[src/rtl/sadd_pkg.sv]
package sadd_pkg;
  typedef enum logic [0:0] {
    SQ_IDLE = 1'b0,
    SQ_RUN  = 1'b1
  } sq_state_t;
endpackage

[src/rtl/sadd_full_adder.sv]
module sadd_full_adder (
  input  logic x_i,
  input  logic y_i,
  input  logic c_i,
  output logic s_o,
  output logic c_o
);
  always_comb begin
    s_o = x_i ^ y_i ^ c_i;
    c_o = (x_i & y_i) | (c_i & (x_i ^ y_i));
  end
endmodule

[src/rtl/sadd_shreg.sv]
module sadd_shreg #(
  parameter int W = 32
) (
  input  logic         clk,
  input  logic         rst_n,
  input  logic         load_en,
  input  logic [W-1:0] load_val,
  input  logic         shift_en,
  input  logic         ser_in,
  output logic [W-1:0] q
);
  logic [W-1:0] q_n;

  always_comb begin
    q_n = q;
    if (load_en)       q_n = load_val;
    else if (shift_en) q_n = {ser_in, q[W-1:1]};
  end

  always_ff @(posedge clk or negedge rst_n) begin
    if (!rst_n) q <= '0;
    else        q <= q_n;
  end
endmodule

[src/rtl/sadd_sequencer.sv]
module sadd_sequencer
  import sadd_pkg::*;
#(
  parameter int WIDTH = 32
) (
  input  logic clk,
  input  logic rst_n,
  input  logic start,
  output logic load_en,
  output logic run_en,
  output logic done
);
  localparam int CNT_W = (WIDTH > 1) ? $clog2(WIDTH) : 1;
  localparam logic [CNT_W-1:0] LAST = CNT_W'(WIDTH - 1);

  sq_state_t        st_q, st_n;
  logic [CNT_W-1:0] cnt_q, cnt_n;
  logic             done_q, done_n;
  logic             last_bit;

  assign run_en   = (st_q == SQ_RUN);
  assign load_en  = start && (st_q == SQ_IDLE);
  assign last_bit = run_en && (cnt_q == LAST);
  assign done     = done_q;

  always_comb begin
    st_n   = st_q;
    cnt_n  = cnt_q;
    done_n = 1'b0;
    if (load_en) begin
      st_n  = SQ_RUN;
      cnt_n = '0;
    end else if (run_en) begin
      cnt_n = cnt_q + 1'b1;
      if (last_bit) begin
        st_n   = SQ_IDLE;
        cnt_n  = '0;
        done_n = 1'b1;
      end
    end
  end

  always_ff @(posedge clk or negedge rst_n) begin
    if (!rst_n) begin
      st_q   <= SQ_IDLE;
      cnt_q  <= '0;
      done_q <= 1'b0;
    end else begin
      st_q   <= st_n;
      cnt_q  <= cnt_n;
      done_q <= done_n;
    end
  end
endmodule

[src/rtl/serial_word_adder.sv]
module serial_word_adder #(
  parameter int WIDTH = 32
) (
  input  logic             clk,
  input  logic             rst_n,
  input  logic             start,
  input  logic [WIDTH-1:0] opa,
  input  logic [WIDTH-1:0] opb,
  output logic [WIDTH-1:0] sum,
  output logic             carry_out,
  output logic             done
);
  logic             load_en, run_en;
  logic [WIDTH-1:0] a_sh, b_sh;
  logic             fa_s, fa_c;
  logic             cy_q, cy_n;

  sadd_sequencer #(.WIDTH(WIDTH)) u_seq (
    .clk(clk), .rst_n(rst_n), .start(start),
    .load_en(load_en), .run_en(run_en), .done(done)
  );

  sadd_shreg #(.W(WIDTH)) u_opa (
    .clk(clk), .rst_n(rst_n), .load_en(load_en), .load_val(opa),
    .shift_en(run_en), .ser_in(1'b0), .q(a_sh)
  );

  sadd_shreg #(.W(WIDTH)) u_opb (
    .clk(clk), .rst_n(rst_n), .load_en(load_en), .load_val(opb),
    .shift_en(run_en), .ser_in(1'b0), .q(b_sh)
  );

  sadd_full_adder u_fa (
    .x_i(a_sh[0]), .y_i(b_sh[0]), .c_i(cy_q), .s_o(fa_s), .c_o(fa_c)
  );

  // result register: new bits enter at the top, so bit 0 settles at 0
  sadd_shreg #(.W(WIDTH)) u_res (
    .clk(clk), .rst_n(rst_n), .load_en(1'b0), .load_val({WIDTH{1'b0}}),
    .shift_en(run_en), .ser_in(fa_s), .q(sum)
  );

  always_comb begin
    cy_n = cy_q;
    if (load_en)     cy_n = 1'b0;
    else if (run_en) cy_n = fa_c;
  end

  always_ff @(posedge clk or negedge rst_n) begin
    if (!rst_n) cy_q <= 1'b0;
    else        cy_q <= cy_n;
  end

  assign carry_out = cy_q;
endmodule

[config.mk]
export PLATFORM = sky130hd
export DESIGN_NAME = serial_word_adder
export DESIGN_NICKNAME = d
export VERILOG_FILES = /design/src/rtl/sadd_pkg.sv /design/src/rtl/sadd_full_adder.sv /design/src/rtl/sadd_shreg.sv /design/src/rtl/sadd_sequencer.sv /design/src/rtl/serial_word_adder.sv
export SDC_FILE = /design/constraint.sdc
export NUM_CORES = 1
export LEC_CHECK = 0
export ABC_CLOCK_PERIOD_IN_PS = 2100
export BUFFER_PORTS_ARGS = -buffer_cell sky130_fd_sc_hd__buf_2
export CORE_MARGIN = 3
export CORE_UTILIZATION = 35
export CTS_CLUSTER_SIZE = 40
export DETAILED_ROUTE_END_ITERATION = 8
export SYNTH_ARGS = -nofsm -noshare
export SYNTH_HDL_FRONTEND = slang
export SYNTH_SLANG_ARGS = --single-unit
[constraint.sdc]
create_clock -name clk -period 2.1 [get_ports clk]
set_input_delay 0.315 -clock clk [delete_from_list [all_inputs] [get_ports clk]]
set_output_delay 0.315 -clock clk [all_outputs]
set_load 0.01 [all_outputs]
Word level (Yosys, flattened, before mapping):

Index checks and enable logic that the tools add are counted.
W data, S select, Z words.

* bits of input ports: 67
* ROM bits: 0
* bits in latches: 0
* memories: 0
* bits in writable memories: 0
* bits in registers: 104
* logic and storage cells: 33

* equality and inequality tests: 1
* $add $sub $neg: 1
* bitwise logic cells: 6
* multiplexer cells: 15
* order comparisons: 0
* div/mod/pow operators: 0
* $mul: 0
* reduce and logical (&&, ||, !) cells: 3
* shift operators: 0

Operators with widths (number)
* $mux W32: 4
* $mux W5: 3
* $mux W1: 8
* $add A5 B1 Y5 const B: 1
* $eq A5 B5 Y1 const B: 1
* $and A1 B1 Y1: 2
* $logic_and A1 B1 Y1: 2
* $reduce_bool A2 Y1: 1
* $xor A1 B1 Y1: 2
* $not A1 Y1: 1
* $or A1 B1 Y1: 1

Longest topological paths before layout:

* word-level depth: 5
* gate-level depth with buffers: 6
* gate-level depth less buffers: 6

Modules after synthesis:

Synthesis repeated with hierarchy kept, for this count alone.

* cells, all modules: 446
* area total of the unflattened synthesis: 4928.5 um^2

By module, submodules not included
* sadd_shreg: area each 1515.2 um^2, times used 3, cells each 139, sequential area each 800.8 um^2
* sadd_sequencer: area each 320.3 um^2, times used 1, cells each 24, sequential area each 175.2 um^2
* serial_word_adder: area each 42.5 um^2, times used 1, cells each 4, sequential area each 25.0 um^2
* sadd_full_adder: area each 20.0 um^2, times used 1, cells each 1, sequential area each 0.0 um^2

Worst setup path before layout:

Ideal clock, no wire load.

* path kind: register to register
* from: register u_seq.cnt_q[0]
* to: register u_seq.cnt_q[3]
* setup slack: 0.528 ns
* required time: 2.024 ns
* buffers on the path: 0
* data arrival time: 1.495 ns
* cell stages (with the launch flop): 7
* path through: dfrtp_1 ha_1 and3_1 ha_1 nand2b_1 or3_1 o21ai_1

* cells in the longest elaborated chain, start to end: 5
* elaborated cells between the ends (all ways): 6
* those cells by class: add/sub: 1; eq/ne: 1; mux: 3; reduce/logical: 1

RTL lines
* start: declaration: line sadd_sequencer.sv:17 `logic [CNT_W-1:0] cnt_q, cnt_n;`
* start signal: assignment: line sadd_sequencer.sv:50 `cnt_q <= cnt_n;`
* branches (longest 2 deep; another with $add A5 B1 Y5)
* $mux W5 *: line sadd_sequencer.sv:35 `if (last_bit) begin`
* $mux W5 *: line sadd_sequencer.sv:33 `end else if (run_en) begin`
* $mux W5 *: line sadd_sequencer.sv:30 `if (load_en) begin`

Every way passes the cells marked *. The select of a mux whose other input is x is not followed.
A chain may end at the register's enable or synchronous reset.

Worst setup path after layout:

Ends and elaborated chain as after synthesis.

==> impl_metrics.yaml <==
global_route:
  grt_max_degree: 78
  grt_pass1_vias: 3018
  grt_overflow_total: 0
  grt_use_total_pct: 12.41
  grt_pass1_wl_um: 14430
  grt_antenna_before_repair: 0
detailed_routing:
  drt-wirelength-per-cell_um: 13.06
  drt-initial-drc-count: 104
  route.detailed.drc: 0
  vias_per_cell: 4.614
  ant_nets: 0
  dr_total_vias: 3013
  drt_pass1_iterations: 4
  routed_wl_um: 8531
logic_synthesis:
  yosysTopAreaCellShare_pct: 56.71
  ys_ff_latch: 104
  yosysSeqAreaShare_pct: 56.71
  yosys.area_share.simple_pct: 7.007
  synth-xor-area-share_pct: 0
  synthTopCellsByCount: "dfrtp_1 (104), nand2_1 (68), o21ai_1 (68), mux2i_1 (64), mux2_1 (31)"
  synth_top_family_by_area: "multiplexers"
  synthFlopType: "dfrtp_1"
  synthMuxAreaShare_pct: 21.56
  synth_top_area_cell: "dfrtp_1"
  yosys-top-cells-area: "dfrtp_1 (57%), mux2i_1 (14%), mux2_1 (7.6%), o21ai_1 (7.4%), nand2_1 (5.6%)"
  synthAdderAreaFrac_pct: 0.9815
  synthArstFlopShare_pct: 100.0
  synth_edf_count: 0
  synth.avg_cell_area_um2: 11.98
  synth_area_um2: 4589
  synth_nets: 453
  synth_compound_area_share_pct: 7.824
  synth.most_common_cell: "dfrtp_1"
  syn_inst: 383
  synth_cell_types: 27
  yosysWarningCount: 0
place:
  gp_congestion: 0.7045
  dpl.hpwl_um: 5973
  portBuffers: 100
power:
  intPower_mw: 4.360
  power.switching_mw: 2.067
  cellPowerDensity_nw_per_um2: 1175
  swShare_pct: 32.16
  combPwrFrac_pct: 25.3
  power_frac_clock_pct: 25.4
  peakVddDrop_v: 0.0005730
  p_seq_share_pct: 49.3
  p_leak_nw: 2.721
clock_network:
  cts-htree-levels: 3
  clk_pin_slew_ps: 70
  cts_root_buf: "clkbuf_16"
  cts_buffer_depth: 2
  cts_buffers: 9
  clk-insertion-delay-late_ps: 340
  clock_sinks: 104
  cts_resized: 0
  cts_tree: "built"
sta:
  grt_setup_unrepaired: "false"
  finalSetupViolCount: 0
  period_needed_ps: 1725
  hold_viol: 0
  drv_slew: 0
  finClkSkew_ps: 6.066
  post-route-period-util_pct: 82.14
  tightest_slew_ps: 478.0
  tns_ps: 0
  max_freq_ghz: 0.5798
  slew_headroom_pct: 68.13
setup_path:
  end_kind: "register"
  critical_path_class: "register to register"
  crit_fanout: 4
  crit_required_ps: 2370
  crit_arrival_ps: 2000
  start_kind: "register"
cells_and_area:
  num_antenna_cells: 0
  area_delta_synth_final_pct: 19.19
  nNetsFinal: 546
  drive_gt1_share_pct: 26.40
  postLayoutCoreUtil_pct: 43.00
flow_run:
  cap_violations: 0
status:
  status: "completed"
floorplan:
  ios: 101
  coreArea_um2: 12720
  initial_utilization_pct: 36.07
  die_w_um: 120.5
  rows: 41
  die-area_um2: 14520
  die_h_um: 120.5
hold_path:
  hold_class: "primary input to register"
[cells by family after synthesis]
logic type / after synthesis
AO/OA/AOI/OAI: 71
adder cells (fa/ha/maj): 3
buffers and inverters: 31
flip-flops: 104
multiplexers: 95
AND/OR/NAND/NOR: 79
[state kept, by name (all words and copies together), names as in the netlist]
name,flops
u_res.q,32
u_seq.done,1
carry_out,1
u_opb.q,32
u_seq.cnt_q,5
u_seq.run_en,1
u_opa.q,32
[critical path: stages, from the launching register on]
cell      delay [ps]
dfrtp_1          410
ha_1             250
and3_1           200
ha_1             230
nand2b_1         180
or3_1            320
o21ai_1           80
[worst paths after layout]
| path | startpoint | to | slack [ps] | depth (start not counted) |
|---|---|---|---|---|
| min reg2reg | u_opb.q[19]$_DFFE_PN0P_ | u_opb.q[18]$_DFFE_PN0P_ | 490 | 2 |
| max reg2reg | u_seq.cnt_q[0]$_DFFE_PN0P_ | u_seq.cnt_q[3]$_DFFE_PN0P_ | 380 | 6 |
| max in group asynchronous | rst_n | u_opa.q[20]$_DFFE_PN0P_ | 1030 | 3 |
| min in group asynchronous | rst_n | u_opb.q[29]$_DFFE_PN0P_ | 480 | 2 |
| min | opb[31] | u_opb.q[31]$_DFFE_PN0P_ | 230 | 3 |
| max | u_seq.cnt_q[0]$_DFFE_PN0P_ | u_seq.cnt_q[3]$_DFFE_PN0P_ | 380 | 6 |
[stage by stage]
step	hold slack [ps]	area, um2	instances	worst slack, ps	power, mW
after detailed placement	309.6	5164	636	401.7	4.881
after CTS	216.6	5470	653	372.7	6.572
final	229.7	5470	653	375.1	6.427
after global routing	232.5	5470	653	253.1	6.939
after floorplan	19.41	4589	383	528.4	4.232
after global placement	301.5	5164	636	467.2	4.795
[repair_timing]
action	4_1_cts	5_1_grt
buffers inserted	0	0
hold endpoints to repair	32	0
hold buffers	1	0
[power groups by stage]
stage          Clock [mW]  Combinational, mW  Sequential [mW]
2_1_floorplan           0               1.00             3.23
3_3_place_gp            0               1.62             3.18
3_5_place_dp            0               1.67             3.21
4_1_cts              1.72               1.67             3.18
5_1_grt              1.79               1.86             3.29
6_report             1.63               1.62             3.17
[layout by cell type, fill, tap and decap left out, drive strengths merged]
master	count
inv	10
nor2b	1
fa	1
nand2	68
clkbuf	9
mux2	31
or3	1
nand2b	1
and2	1
buf	107
and3	1
dlygate4sd3	1
mux2i	64
a22o	1
dfrtp	104
nand3	1
o21ai	69
clkinv	2
nor2	4
nor3b	1
ha	2
a21oi	1
[cell type report]
| cell class | instances | area [um2] |
|---|---|---|
| repair buffers | 108 | 618.1 |
| clock inverters | 7 | 71.32 |
| flip-flops and latches | 104 | 2606 |
| fillers | 1248 | 7252 |
| well taps | 172 | 215.2 |
| multi-input cells | 248 | 1715 |
| inverters | 5 | 18.77 |
| clock buffers | 9 | 225.2 |
[metal layers]
metal  vias up  routed length, um  GRT usage (%)
li1       1506                  -              -
met4         0                148          5.524
met2        60               4026          19.84
met3        10                435          3.368
met1      1437               3920          15.82
met5         -                  0              0
Power figures use the tool's default switching activity.
